## config.mk

```make
export PLATFORM = sky130hd
export DESIGN_NAME = snib_engine
export DESIGN_NICKNAME = d
export VERILOG_FILES = /design/src/rtl/snib_pkg.sv /design/src/rtl/snib_tick.sv /design/src/rtl/snib_capture.sv /design/src/rtl/snib_seq.sv /design/src/rtl/snib_engine.sv
export SDC_FILE = /design/constraint.sdc
export NUM_CORES = 1
export LEC_CHECK = 0
export BUFFER_PORTS_ARGS = -buffer_cell sky130_fd_sc_hd__buf_2
export CAP_MARGIN = 20
export CORE_ASPECT_RATIO = 1.25
export CORE_MARGIN = 1.5
export CORE_UTILIZATION = 60
export CTS_CLUSTER_SIZE = 24
export DETAILED_ROUTE_END_ITERATION = 6
export PLACE_DENSITY = 0.86
export SETUP_SLACK_MARGIN = 0.15
export SLEW_MARGIN = 10
export SYNTH_ARGS = -nofsm -noshare
export SYNTH_HDL_FRONTEND = slang
export SYNTH_SLANG_ARGS = --single-unit
```

## constraint.sdc

```tcl
create_clock -name clk -period 2.9 [get_ports clk]
set_clock_uncertainty 0.15 [all_clocks]
set_input_delay 0.58 -clock clk [delete_from_list [all_inputs] [get_ports clk]]
set_output_delay 0.58 -clock clk [all_outputs]
set_load 0.05 [all_outputs]
```

## src/rtl/snib_pkg.sv

```systemverilog
package snib_pkg;

  localparam int NIB_W      = 4;
  localparam int FRAME_BITS = 16;
  localparam int IDX_W      = $clog2(FRAME_BITS);
  localparam int TURN_BIT   = 8;   // first bit with the data line released (read)
  localparam int CAPT_BIT   = 12;  // first bit kept in the read nibble

  // Control nibbles: don't-care, read flag, address flag, data flag
  localparam logic [NIB_W-1:0] CTL_RD_ADDR = 4'b1110;
  localparam logic [NIB_W-1:0] CTL_WR_ADDR = 4'b1010;
  localparam logic [NIB_W-1:0] CTL_WR_DATA = 4'b1001;

  typedef enum logic [1:0] {
    ST_IDLE = 2'd0,
    ST_LOW  = 2'd1,
    ST_HIGH = 2'd2
  } seq_state_t;

  function automatic logic [FRAME_BITS-1:0] build_frame(
    input logic             rd,
    input logic [NIB_W-1:0] a,
    input logic [NIB_W-1:0] d
  );
    logic [FRAME_BITS-1:0] f;
    if (rd) f = {CTL_RD_ADDR, a, {(2*NIB_W){1'b0}}};
    else    f = {CTL_WR_ADDR, a, CTL_WR_DATA, d};
    return f;
  endfunction

endpackage

```

## src/rtl/snib_tick.sv

```systemverilog
module snib_tick #(
  parameter int HALF_CYC = 4
) (
  input  logic clk,
  input  logic rst_n,
  input  logic run,
  output logic tick
);
  localparam int CW = (HALF_CYC > 1) ? $clog2(HALF_CYC) : 1;
  localparam logic [CW-1:0] LAST = CW'(HALF_CYC - 1);

  logic [CW-1:0] cnt_q, cnt_d;

  always_comb begin
    cnt_d = cnt_q;
    if (!run)               cnt_d = '0;
    else if (cnt_q == LAST) cnt_d = '0;
    else                    cnt_d = cnt_q + 1'b1;
  end

  always_ff @(posedge clk or negedge rst_n) begin
    if (!rst_n) cnt_q <= '0;
    else        cnt_q <= cnt_d;
  end

  assign tick = run && (cnt_q == LAST);

  generate
    if (HALF_CYC > 1) begin : g_spacing
      // two half-period boundaries never fall on adjacent cycles
      p_tick_spacing_r5: assert property (@(posedge clk) disable iff (!rst_n)
        tick |=> !tick);
    end
  endgenerate

endmodule

```

## src/rtl/snib_capture.sv

```systemverilog
module snib_capture
  import snib_pkg::*;
(
  input  logic             clk,
  input  logic             rst_n,
  input  logic             smp,
  input  logic             sdi,
  input  logic             commit,
  output logic [NIB_W-1:0] rdata
);
  logic [NIB_W-1:0] cap_q, cap_d;
  logic [NIB_W-1:0] hold_q, hold_d;

  always_comb begin
    cap_d  = cap_q;
    hold_d = hold_q;
    if (smp)    cap_d  = {cap_q[NIB_W-2:0], sdi};
    if (commit) hold_d = cap_q;
  end

  always_ff @(posedge clk or negedge rst_n) begin
    if (!rst_n) begin
      cap_q  <= '0;
      hold_q <= '0;
    end else begin
      if (smp)    cap_q  <= cap_d;
      if (commit) hold_q <= hold_d;
    end
  end

  assign rdata = hold_q;

  // the held nibble moves only on a read completion
  p_rdata_hold_r7: assert property (@(posedge clk) disable iff (!rst_n)
    !commit |=> $stable(hold_q));

endmodule

```

## src/rtl/snib_seq.sv

```systemverilog
module snib_seq
  import snib_pkg::*;
(
  input  logic             clk,
  input  logic             rst_n,
  input  logic             start,
  input  logic             rd_wr,
  input  logic [NIB_W-1:0] addr,
  input  logic [NIB_W-1:0] wdata,
  input  logic             tick,
  output logic             busy,
  output logic             done,
  output logic             sclk,
  output logic             sdo,
  output logic             sdo_en,
  output logic             smp,
  output logic             commit
);
  localparam logic [IDX_W-1:0] IDX_LAST = IDX_W'(FRAME_BITS - 1);
  localparam logic [IDX_W-1:0] IDX_TURN = IDX_W'(TURN_BIT);
  localparam logic [IDX_W-1:0] IDX_CAPT = IDX_W'(CAPT_BIT);

  seq_state_t            st_q, st_d;
  logic [IDX_W-1:0]      idx_q, idx_d;
  logic [FRAME_BITS-1:0] sh_q, sh_d;
  logic                  rd_q, rd_d;
  logic                  sclk_q, sclk_d;
  logic                  oe_q, oe_d;
  logic                  done_q, done_d;
  logic [IDX_W-1:0]      idx_nx;

  assign idx_nx = idx_q + 1'b1;

  always_comb begin
    st_d   = st_q;
    idx_d  = idx_q;
    sh_d   = sh_q;
    rd_d   = rd_q;
    sclk_d = sclk_q;
    oe_d   = oe_q;
    done_d = 1'b0;
    smp    = 1'b0;
    commit = 1'b0;
    unique case (st_q)
      ST_IDLE: begin
        if (start) begin
          st_d  = ST_LOW;
          idx_d = '0;
          sh_d  = build_frame(rd_wr, addr, wdata);
          rd_d  = rd_wr;
          oe_d  = 1'b1;
        end
      end
      ST_LOW: begin
        if (tick) begin
          sclk_d = 1'b1;
          st_d   = ST_HIGH;
          smp    = rd_q && (idx_q >= IDX_CAPT);
        end
      end
      ST_HIGH: begin
        if (tick) begin
          sclk_d = 1'b0;
          if (idx_q == IDX_LAST) begin
            st_d   = ST_IDLE;
            done_d = 1'b1;
            oe_d   = 1'b0;
            sh_d   = '0;
            commit = rd_q;
          end else begin
            st_d  = ST_LOW;
            idx_d = idx_nx;
            sh_d  = {sh_q[FRAME_BITS-2:0], 1'b0};
            oe_d  = !(rd_q && (idx_nx >= IDX_TURN));
          end
        end
      end
      default: st_d = ST_IDLE;
    endcase
  end

  always_ff @(posedge clk or negedge rst_n) begin
    if (!rst_n) begin
      st_q   <= ST_IDLE;
      idx_q  <= '0;
      sh_q   <= '0;
      rd_q   <= 1'b0;
      sclk_q <= 1'b0;
      oe_q   <= 1'b0;
      done_q <= 1'b0;
    end else begin
      st_q   <= st_d;
      idx_q  <= idx_d;
      sh_q   <= sh_d;
      rd_q   <= rd_d;
      sclk_q <= sclk_d;
      oe_q   <= oe_d;
      done_q <= done_d;
    end
  end

  assign busy   = (st_q != ST_IDLE);
  assign done   = done_q;
  assign sclk   = sclk_q;
  assign sdo    = sh_q[FRAME_BITS-1];
  assign sdo_en = oe_q;

  // driven data and direction hold while the serial clock is high
  p_sdo_hold_hi_r4: assert property (@(posedge clk) disable iff (!rst_n)
    sclk_q |-> ($stable(sh_q[FRAME_BITS-1]) && $stable(oe_q)));
  // direction moves only with the serial clock low
  p_dir_low_r8: assert property (@(posedge clk) disable iff (!rst_n)
    !$stable(oe_q) |-> !sclk_q);
  // the line is released from the turnaround bit on during a read
  p_dir_in_r2: assert property (@(posedge clk) disable iff (!rst_n)
    (busy && rd_q && (idx_q >= IDX_TURN)) |-> !oe_q);
  // done lasts one cycle
  p_done_pulse_r7: assert property (@(posedge clk) disable iff (!rst_n)
    done_q |=> !done_q);
  // busy only ends together with done
  p_busy_end_r6: assert property (@(posedge clk) disable iff (!rst_n)
    $fell(busy) |-> done_q);
  // serial clock stays low while idle
  p_idle_quiet_r9: assert property (@(posedge clk) disable iff (!rst_n)
    !busy |-> (!sclk_q && !oe_q));

endmodule

```

## src/rtl/snib_engine.sv

```systemverilog
module snib_engine
  import snib_pkg::*;
#(
  parameter int HALF_CYC = 4
) (
  input  logic             clk,
  input  logic             rst_n,
  input  logic             start,
  input  logic             rd_wr,
  input  logic [NIB_W-1:0] addr,
  input  logic [NIB_W-1:0] wdata,
  output logic [NIB_W-1:0] rdata,
  output logic             busy,
  output logic             done,
  output logic             sclk,
  output logic             sdo,
  output logic             sdo_en,
  input  logic             sdi
);
  logic [1:0] rsync_q;
  logic       rst_int_n;
  logic       tick, smp, commit;

  // Asynchronous assertion, synchronous release
  always_ff @(posedge clk or negedge rst_n) begin
    if (!rst_n) rsync_q <= 2'b00;
    else        rsync_q <= {rsync_q[0], 1'b1};
  end
  assign rst_int_n = rsync_q[1];

  snib_tick #(.HALF_CYC(HALF_CYC)) u_tick (
    .clk   (clk),
    .rst_n (rst_int_n),
    .run   (busy),
    .tick  (tick)
  );

  snib_seq u_seq (
    .clk    (clk),
    .rst_n  (rst_int_n),
    .start  (start),
    .rd_wr  (rd_wr),
    .addr   (addr),
    .wdata  (wdata),
    .tick   (tick),
    .busy   (busy),
    .done   (done),
    .sclk   (sclk),
    .sdo    (sdo),
    .sdo_en (sdo_en),
    .smp    (smp),
    .commit (commit)
  );

  snib_capture u_cap (
    .clk    (clk),
    .rst_n  (rst_int_n),
    .smp    (smp),
    .sdi    (sdi),
    .commit (commit),
    .rdata  (rdata)
  );

  // read data only moves in a done cycle
  p_rdata_done_r7: assert property (@(posedge clk) disable iff (!rst_int_n)
    !$stable(rdata) |-> done);

endmodule

```

==> impl_metrics.csv, run 1 <==
group,metric,value,unit
critical_path,crit_slowest_cell,"dfrtp_1",
clock_network,insertion_delay,0.35,ns
timing,finalCriticalPeriod,2.334,ns
floorplan,chipWidth,50.56,µm
cells_and_area,area_delta_synth_final,10.55,%
routing,ant_nets,0,
grt,grt_max_degree,37,
timing,hold_viol_final,0,
grt,antenna_found_initial,0,
cells_and_area,num_antenna_cells,0,
routing,drc_errors,0,
timing,post-route-period-util,0.8047,
timing,tightest_slew,0.7327,ns
floorplan,core_area,2680,µm²
synthesis,synth.cell_area,1697,µm²
timing,finalSetupTns,0,ns
grt,grt_usage,0.2423,
routing,first_pass_iters,4,
timing,setup_viol,0,
placed_design,port-buffer-count,21,
grt,grt_pass1_wl,5.671,mm
pwr,power_frac_clock,0.336,
clock_network,cts_made_buffers,5,
clock_network,numClockSinks,38,
floorplan,start_util,0.6331,
clock_network,htreeDepth,2,
routing,dr.first_iter.drc_count,43,
clock_network,clk_pin_slew,0.12,ns
pwr,combPwrFrac,0.036,
routing,wl,3.219,mm
grt,overflow,0,
timing,rsz0062_at_grt,"no",
timing,max_freq,428.5,MHz
synthesis,synthTopCellsByArea,"dfrtp_1 56%, mux2_2 7.3%, nand3_1 5.0%",
pwr,intPower,0.6596,mW
pwr,pwr-share-seq,0.628,
synthesis,synth_cells,150,
pwr,swShare,0.2238,
placed_design,place.gp.congestion,0.8145,
critical_path,max_stage_delay,0.54,ns
placed_design,dp_hpwl,2.334,mm
critical_path,critical_path_required,2.17,ns
critical_path,cp.arrival,1.60,ns
synthesis,synth_cell_types,34,
pwr,ir_drop,371.6,µV
run_status,status,"completed",
clock_network,clockBufferDepth,2,
hold_path,hp-class,"reg2async",
floorplan,die_area,3158,µm²
synthesis,ys_ff_latch,38,
critical_path,path_buf_inv,2,
synthesis,syn_avg_cell_area,11.31,µm²
timing,finalMaxSlewViolations,0,
critical_path,cp_max_fo,14,
critical_path,critical_path_class,"reg2out",
clock_network,cts_tree,"yes",
routing,wl_per_cell,15.63,µm
critical_path,cp-end-kind,"primary output",
cells_and_area,fin_cells,206,
pwr,p_sw,0.1901,mW
critical_path,r2r_end,"u_seq.sdo_en",
cells_and_area,layout.nets,186,
synthesis,synth_top_area_share,0.5605,
grt,grt_pass1_vias,1279,
critical_path,reg2reg_slack,0.86,ns
clock_network,cts-root-buf,"clkbuf_4",
critical_path,cp-start-kind,"flip-flop",
routing,via_per_inst,6.092,
synthesis,synth_fp_nets,165,
floorplan,rows,21,
pwr,leakagePower,0.8766,nW
floorplan,die_h,62.46,µm
synthesis,synth-seq-area-share,0.5605,
placed_design,dp_cells,197,
critical_path,cp_top_family,"flip-flops",
timing,slew_headroom,0.5097,
critical_path,path_cells,"nor2_1 -> inv_1 -> buf_2",
synthesis,yosys_warnings,0,
critical_path,r2r_cells,4,
synthesis,yosysTopAreaCell,"dfrtp_1",
job,maxCapViolCount,0,
routing,vias,1255,
critical_path,reg2reg_from,"u_tick.cnt_q[0]",
pwr,power_density,453.0,nW/µm²
cells_and_area,final_layout_size_suffix_gt1_frac,0.2616,
floorplan,io_pins,22,
flip-flops by register name, indices dropped and copies added (netlist names):
register / flops
rsync_q: 2
u_cap.cap_q: 4
u_cap.rdata: 4
u_seq.done: 1
u_seq.idx_q: 4
u_seq.rd_q: 1
u_seq.sclk: 1
u_seq.sdo_en: 1
u_seq.sh_q: 16
u_seq.st_q: 2
u_tick.cnt_q: 2
power groups by stage:
stage	Clock [mW]	Combinational (mW)	Sequential, mW
CTS	0.294	0.0312	0.534
floorplan	0	0.00893	0.551
global route	0.317	0.0350	0.534
finish	0.286	0.0302	0.534
global placement	0	0.0286	0.544
detailed placement	0	0.0299	0.544
worst register-to-register path, delay by kind of cell, from the launching register on:
kind | cells | cell delay (ns)
AO/OA/AOI/OAI | 1 | 0.22
multiplexers | 1 | 0.21
AND/OR/NAND/NOR | 1 | 0.60
flip-flops | 1 | 0.37
adder cells (fa/ha/maj) | 1 | 0.32
cell usage after synthesis:
cell type,n
nor4b_4,1
nand2b_1,1
o2bb2ai_1,1
a31oi_1,9
inv_1,6
a2bb2oi_1,2
buf_4,3
and2_1,1
nor2b_1,3
conb_1,1
a221o_1,2
ha_1,2
nor2_1,4
nand3_2,1
nand4b_1,1
a311oi_1,1
o211a_1,1
nand3_1,17
o21ai_0,7
mux2i_1,3
a211oi_1,1
nand3b_1,1
clkbuf_1,2
nand2_1,8
mux2_2,11
nor4b_1,1
nand3b_2,1
a21oi_1,10
or3b_2,1
clkbuf_2,1
a22o_1,3
dfrtp_1,38
buf_2,3
nor3_1,2
what timing repair did:
| item | CTS | global route |
|---|---|---|
| hold buffers | 1 | 0 |
| hold endpoints to repair | 2 | 0 |
| setup buffers | 0 | 0 |
| gates resized for setup | 0 | 0 |
how the worst max path moves through the flow:
stage / cells after the start / from / to / slack [ns]
floorplan: 2 / u_seq.st_q[1] / busy / 1.18
global placement: 4 / u_seq.idx_q[0] / u_cap.rdata[2] / 0.97
detailed placement: 4 / u_seq.idx_q[0] / u_cap.rdata[0] / 0.89
CTS: 3 / u_seq.st_q[1] / busy / 0.56
global route: 3 / u_seq.st_q[1] / busy / 0.47
finish: 3 / u_seq.st_q[1] / busy / 0.57
cell families (layout without fill, tap and decap cells):
family                     after synthesis  after routing  synth area share
other                                    1              1          0.002210
AOI/OAI and AO/OA                       37             37            0.1416
DFF                                     38             38            0.5605
buffers and inverters                   15             37           0.04277
muxes                                   14             14           0.09071
adders and majority gates                2              2           0.01475
and+or+nand+nor                         43             43            0.1475
routing by layer:
layer	track usage	up-vias	share of wire
li1	-	584	-
met2	0.3865	44	0.52
met3	0.07895	12	0.057
met1	0.2962	615	0.40
met4	0.1115	0	0.022
met5	0	-	0
per-stage QoR:
| stage | power (mW) | hold slack (ns) | util | area [µm²] | setup slack [ns] |
|---|---|---|---|---|---|
| after floorplan | 0.5595 | 0.1344 | - | 1697 | 1.182 |
| after global placement | 0.5724 | 0.1295 | 0.6723 | 1802 | 0.9736 |
| after detailed placement | 0.5740 | 0.1375 | 0.6723 | 1802 | 0.8870 |
| after CTS | 0.8584 | 0.1480 | 0.6998 | 1876 | 0.5608 |
| after global routing | 0.8857 | 0.1995 | 0.6998 | 1876 | 0.4719 |
| final | 0.8497 | 0.1245 | 0.6998 | 1876 | 0.5663 |
final cells by class:
type | instances | area [µm²]
Multi-Input combinational cell | 97 | 673.1
Timing Repair Buffer | 23 | 122.6
Fill cell | 209 | 804.5
Inverter | 6 | 22.52
Clock inverter | 2 | 12.51
Tap cell | 34 | 42.54
Clock buffer | 6 | 51.30
Sequential cell | 38 | 950.9
layout by cell type, fill, tap and decap left out, types with 2 or more instances in the layout:
master / Yosys / layout
a2bb2oi_1: 2 / 2
clkbuf_4: 0 / 5
mux2_2: 11 / 11
a31oi_1: 9 / 9
buf_2: 3 / 21
a22o_1: 3 / 3
nand2_1: 8 / 8
nor2b_1: 3 / 3
nor2_1: 4 / 4
mux2i_1: 3 / 3
ha_1: 2 / 2
a221o_1: 2 / 2
nand3_1: 17 / 17
dfrtp_1: 38 / 38
nor3_1: 2 / 2
o21ai_0: 7 / 7
a21oi_1: 10 / 10
inv_1: 6 / 6
Power figures use the tool's default switching activity.
==> run 2: changes to the inputs <==
--- a/config.mk
+++ b/config.mk
@@ -9,10 +9,10 @@
 export CAP_MARGIN = 20
 export CORE_ASPECT_RATIO = 1.25
 export CORE_MARGIN = 1.5
-export CORE_UTILIZATION = 60
+export CORE_UTILIZATION = 50
 export CTS_CLUSTER_SIZE = 24
 export DETAILED_ROUTE_END_ITERATION = 6
-export PLACE_DENSITY = 0.86
+export PLACE_DENSITY = 0.77
 export SETUP_SLACK_MARGIN = 0.15
 export SLEW_MARGIN = 10
 export SYNTH_ARGS = -nofsm -noshare
==> constraint.sdc (replaced) <==
create_clock -name clk -period 2.1 [get_ports clk]
set_clock_uncertainty 0.15 [all_clocks]
set_input_delay 0.42 -clock clk [delete_from_list [all_inputs] [get_ports clk]]
set_output_delay 0.42 -clock clk [all_outputs]
set_load 0.05 [all_outputs]
==> impl_metrics.csv, run 2 (synthesis gave the netlist of run 1 again) <==
group,metric,value,unit
clock_network,cts_setup_buffers,0,
critical_path,path_buf_inv,2,
clock_network,insertion_delay,0.29,ns
grt,grt_pass1_wl,5.685,mm
floorplan,core_area,3223,µm²
routing,via_per_inst,5.991,
grt,grt_usage,0.2243,
floorplan,rows,23,
grt,grt_max_degree,37,
clock_network,clockBufferDepth,2,
placed_design,dp_cells,204,
critical_path,cp_max_fo,14,
placed_design,dp_hpwl,2.496,mm
placed_design,place.gp.congestion,0.7822,
critical_path,cp_top_family,"flip-flops",
cells_and_area,fin_cells,211,
timing,finalSetupTns,0,ns
job,maxCapViolCount,0,
critical_path,critical_path_class,"reg2out",
critical_path,cp-end-kind,"primary output",
timing,rsz0062_at_grt,"no",
critical_path,cp.arrival,1.28,ns
routing,dr.first_iter.drc_count,46,
hold_path,hp-class,"reg2async",
clock_network,numClockSinks,38,
cells_and_area,layout.nets,190,
placed_design,pre_cts_ws,0.2035,ns
cells_and_area,regMostFlops,"u_seq.sh_q",
timing,hold_viol_final,0,
cells_and_area,final_cell_mix,"37 x dfrtp_1, 21 x buf_2, 17 x nand3_1",
critical_path,critical_path_required,1.53,ns
pwr,total_power,1.263,mW
clock_network,cts_made_buffers,5,
critical_path,crit_slowest_cell,"dfrtp_2",
routing,wl,3.456,mm
clock_network,clk_pin_slew,0.07,ns
clock_network,cts_tree,"yes",
clock_network,cts-root-buf,"clkbuf_8",
critical_path,cp-start-kind,"flip-flop",
timing,post-route-period-util,0.8817,
timing,max_freq,540.1,MHz
cells_and_area,final_common_cell,"dfrtp_1",
cells_and_area,num_antenna_cells,0,
timing,whs,0.1221,ns
grt,antenna_found_initial,0,
floorplan,chipWidth,55.10,µm
timing,finalCriticalPeriod,1.852,ns
grt,grt_pass1_vias,1241,
timing,setup_viol,0,
routing,drc_errors,0,
timing,setup_ws,0.2483,ns
routing,first_pass_iters,4,
routing,wl_per_cell,16.38,µm
floorplan,io_pins,22,
critical_path,max_stage_delay,0.51,ns
cells_and_area,largest_reg_flops,16,
run_status,status,"completed",
critical_path,path_cells,"nor2_4 -> inv_1 -> buf_2",
pwr,ir_drop,566.7,µV
pwr,power_density,648.2,nW/µm²
pwr,leakagePower,0.9038,nW
cells_and_area,final_layout_size_suffix_gt1_frac,0.2989,
floorplan,die_h,68.13,µm
clock_network,htreeDepth,2,
routing,ant_nets,0,
timing,finalMaxSlewViolations,0,
floorplan,start_util,0.5264,
routing,vias,1264,
grt,overflow,0,
floorplan,die_area,3754,µm²
cells_and_area,area_delta_synth_final,14.82,%
placed_design,port-buffer-count,21,
[run 2: worst register-to-register path: cells and delay by family, from the launching register on]
| kind | cells | cell delay, ns |
|---|---|---|
| adder cells (fa/ha/maj) | 1 | 0.26 |
| flip-flops | 1 | 0.35 |
| multiplexers | 1 | 0.38 |
| AND/OR/NAND/NOR | 2 | 0.54 |
[run 2: per-layer routing]
layer / global-route usage / share of wire / up-vias
li1: - / - / 596
met1: 0.2598 / 0.42 / 628
met2: 0.3705 / 0.51 / 34
met3: 0.06550 / 0.045 / 6
met4: 0.1128 / 0.021 / 0
met5: 0 / 0 / -
[run 2: power breakdown]
part | internal [mW] | leakage (nW) | total [mW] | switching (mW)
clock network | 0.253 | 0.0431 | 0.482 | 0.229
registers | 0.736 | 0.495 | 0.738 | 0.00190
logic | 0.0155 | 0.365 | 0.0430 | 0.0275
total | 1.00 | 0.904 | 1.26 | 0.259
[run 2: path summary, 6_finish.rpt]
path / start / endpoint / slack, ns / cells after the start
max: u_seq.st_q[1] / busy / 0.25 / 3
min: rsync_q[1] / u_tick.cnt_q[0] / 0.12 / 1
min in group clk: rsync_q[0] / rsync_q[1] / 0.20 / 0
max reg2reg: u_tick.cnt_q[0] / u_cap.rdata[2] / 0.29 / 4
min reg2reg: rsync_q[1] / u_tick.cnt_q[0] / 0.12 / 1
max in group asynchronous: rsync_q[1] / u_seq.st_q[1] / 1.35 / 1
[run 2: cell type report]
cell class,count,area [µm²]
Sequential cell,38,952.2
Tap cell,37,46.29
Inverter,6,22.52
Multi-Input combinational cell,97,691.9
Fill cell,271,1275
Clock buffer,6,82.58
Timing Repair Buffer,27,152.6
[run 2: timing repair]
| item | 4_1_cts | 5_1_grt |
|---|---|---|
| endpoints found under the hold margin | 2 | 0 |
| hold buffers | 1 | 0 |
| resized for setup | 2 | 5 |
| endpoints found under the setup margin | 1 | 18 |
[run 2: stage by stage]
stage | area (µm²) | util
final | 1948 | 0.6044
after CTS | 1936 | 0.6005
after global routing | 1948 | 0.6044
after detailed placement | 1836 | 0.5695
after floorplan | 1697 | -
after global placement | 1836 | 0.5695
==> run 3: changes to the inputs <==
--- a/config.mk
+++ b/config.mk
@@ -6,15 +6,15 @@
 export NUM_CORES = 1
 export LEC_CHECK = 0
 export BUFFER_PORTS_ARGS = -buffer_cell sky130_fd_sc_hd__buf_2
-export CAP_MARGIN = 20
 export CORE_ASPECT_RATIO = 1.25
 export CORE_MARGIN = 1.5
-export CORE_UTILIZATION = 50
+export CORE_UTILIZATION = 51
 export CTS_CLUSTER_SIZE = 24
 export DETAILED_ROUTE_END_ITERATION = 6
-export PLACE_DENSITY = 0.77
+export PLACE_DENSITY = 0.78
 export SETUP_SLACK_MARGIN = 0.15
 export SLEW_MARGIN = 10
 export SYNTH_ARGS = -nofsm -noshare
 export SYNTH_HDL_FRONTEND = slang
+export SYNTH_HIERARCHICAL = 1
 export SYNTH_SLANG_ARGS = --single-unit
==> constraint.sdc (replaced) <==
create_clock -name clk -period 2.1 [get_ports clk]
set_clock_uncertainty 0.15 [all_clocks]
set_input_delay 0 -clock clk [delete_from_list [all_inputs] [get_ports clk]]
set_output_delay 0 -clock clk [all_outputs]
set_load 0.05 [all_outputs]
==> impl_metrics.csv, run 3 <==
group,metric,value,unit
run_status,status,"completed",
synthesis,syn_avg_cell_area,11.02,µm²
cells_and_area,area_delta_synth_final,27.37,%
pwr,leakagePower,0.9888,nW
critical_path,critical_path_class,"reg2reg",
critical_path,cp_top_family,"multiplexers",
clock_network,insertion_delay,0.30,ns
cells_and_area,num_antenna_cells,0,
floorplan,core_area,3223,µm²
synthesis,yosys_warnings,6,
floorplan,chipWidth,55.27,µm
timing,post-route-period-util,0.8948,
critical_path,r2r_end,"u_seq/idx_q[3]",
grt,met2_usage,0.4048,
clock_network,cts_setup_buffers,0,
critical_path,worstSetupEndpoint,"u_seq/idx_q[3]",
timing,slew_headroom,0.4569,
synthesis,synth_enable_flop_cells,0,
synthesis,yosysTopAreaCell,"dfrtp_1",
cells_and_area,regMostFlops,"u_seq/sh_q",
floorplan,rows,23,
synthesis,ys.flop_type,"dfrtp_1",
critical_path,reg2reg_slack,0.22,ns
timing,setup_ws,0.2208,ns
timing,finalCriticalPeriod,1.879,ns
placed_design,place.gp.congestion,0.8650,
critical_path,critical_path_required,2.12,ns
synthesis,yosysMostFrequentCell,"dfrtp_1",
routing,dr.first_iter.drc_count,45,
grt,grt_pass1_vias,1390,
critical_path,crit_cells,6,
routing,drc_errors,0,
placed_design,dp_cells,214,
synthesis,synth_fp_nets,173,
timing,tightest_slew,0.8146,ns
synthesis,synth_top_area_share,0.5460,
cells_and_area,fin_area,2218,µm²
job,maxCapViolCount,0,
synthesis,synth_cells,158,
critical_path,cp-start-kind,"flip-flop",
routing,via_per_inst,5.962,
floorplan,start_util,0.5404,
critical_path,path_buf_inv,1,
placed_design,dp_hpwl,2.704,mm
cells_and_area,fin_cells,235,
synthesis,synth_cell_types,41,
routing,wl_per_cell,16.69,µm
synthesis,synthTopCellsByArea,"dfrtp_1 55%, mux2_2 5.8%, nand3_1 4.9%",
timing,setup_viol,0,
clock_network,clk_pin_slew,0.08,ns
synthesis,synth.cell_area,1742,µm²
cells_and_area,final_common_cell,"dfrtp_1",
timing,max_freq,532.2,MHz
placed_design,port-buffer-count,21,
grt,antenna_found_initial,0,
placed_design,place_area,1966,µm²
routing,first_pass_iters,4,
critical_path,cp.arrival,1.90,ns
synthesis,async_flop_share,1.000,
timing,finalMaxSlewViolations,0,
grt,grt_usage,0.2362,
routing,wl,3.921,mm
critical_path,critical_path.startpoint,"u_seq/st_q[1]",
grt,gr-usage-met3,0.07561,
floorplan,die_h,68.34,µm
grt,grt_use_met1,0.2715,
cells_and_area,layout.nets,212,
pwr,ir_drop,755.0,µV
timing,rsz0062_at_grt,"yes",
grt,grt_max_degree,21,
clock_network,cts_made_buffers,5,
clock_network,cts_tree,"yes",
routing,vias,1401,
routing,ant_nets,0,
critical_path,cp-end-kind,"flip-flop",
critical_path,reg2reg_from,"u_seq/st_q[1]",
cells_and_area,final_layout_size_suffix_gt1_frac,0.3182,
critical_path,r2r_cells,6,
placed_design,pre_cts_ws,0.2091,ns
timing,finalSetupTns,0,ns
critical_path,path_cells,"clkinvlp_4 -> nand2_8 -> and2_4 -> mux2i_4 -> a211oi_2 -> mux2_1",
synthesis,synth.cells.most_frequent,"38 x dfrtp_1, 17 x nand3_1, 13 x a21oi_1",
timing,whs,0.1928,ns
critical_path,max_stage_delay,0.39,ns
grt,grt_pass1_wl,6.699,mm
grt,gr-max-usage-layer,"met2",
critical_path,crit_slowest_cell,"dfrtp_2",
clock_network,numClockSinks,38,
clock_network,htreeDepth,2,
clock_network,cts-root-buf,"clkbuf_8",
hold_path,hp-class,"reg2async",
floorplan,die_area,3777,µm²
critical_path,cp_max_fo,10,
timing,hold_viol_final,0,
clock_network,clockBufferDepth,2,
synthesis,ys_ff_latch,38,
pwr,power_density,1106,nW/µm²
floorplan,io_pins,22,
synthesis,synth-seq-area-share,0.5460,
cells_and_area,largest_reg_flops,16,
cells_and_area,final_cell_mix,"37 x dfrtp_1, 21 x buf_2, 17 x nand3_1",
grt,overflow,0,
==> run 3: worst min path at each step <==
stage                           from              to  slack, ns
after detailed placement       rst_n      rsync_q[0]      -0.35
after CTS                 rsync_q[1]  u_cap/cap_q[1]       0.22
final                     rsync_q[1]  u_cap/cap_q[2]       0.19
after global placement         rst_n      rsync_q[0]      -0.37
after floorplan                rst_n      rsync_q[0]      -0.45
after global routing      rsync_q[0]      rsync_q[1]       0.26
==> run 3: per-layer routing <==
metal | vias to the layer above | part of all wire
met5 | - | 0
met4 | 0 | 0.020
met3 | 8 | 0.058
met2 | 47 | 0.51
met1 | 691 | 0.41
li1 | 655 | -
==> run 3: metrics by stage <==
step	total power [mW]	util
finish	2.453	0.6883
global placement	1.796	0.6099
floorplan	1.667	-
global route	2.603	0.6883
CTS	2.450	0.6840
detailed placement	1.820	0.6099
==> run 3: worst register-to-register path: stages (launching register included) <==
cell        delay [ns]
dfrtp_2           0.39
clkinvlp_4        0.19
nand2_8           0.11
and2_4            0.21
mux2i_4           0.12
a211oi_2          0.25
mux2_1            0.35
==> run 3: area by class of cell <==
class	count	area [µm²]
Clock buffer	5	68.82
Clock inverter	3	40.04
Fill cell	241	1005
Inverter	4	18.77
Multi-Input combinational cell	107	804.5
Sequential cell	38	952.2
Tap cell	37	46.29
Timing Repair Buffer	41	287.8
==> run 3: cells by family after synthesis <==
family,share of synthesized area
other,0.002153
and+or+nand+nor,0.1667
buffers and inverters,0.03663
adders and majority gates,0.01437
DFF,0.5460
muxes,0.07830
AOI/OAI and AO/OA,0.1559
==> run 3: timing repair <==
action,CTS,global route
hold buffers,13,0
hold endpoints to repair,13,0
endpoints found under the setup margin,0,17
gates resized for setup,0,3
==> run 3: report_power, final <==
part	switching, mW	internal, mW	total, mW
combinational	0.503	0.322	0.825
sequential	0.117	0.906	1.02
clock	0.256	0.349	0.605
total	0.876	1.58	2.45
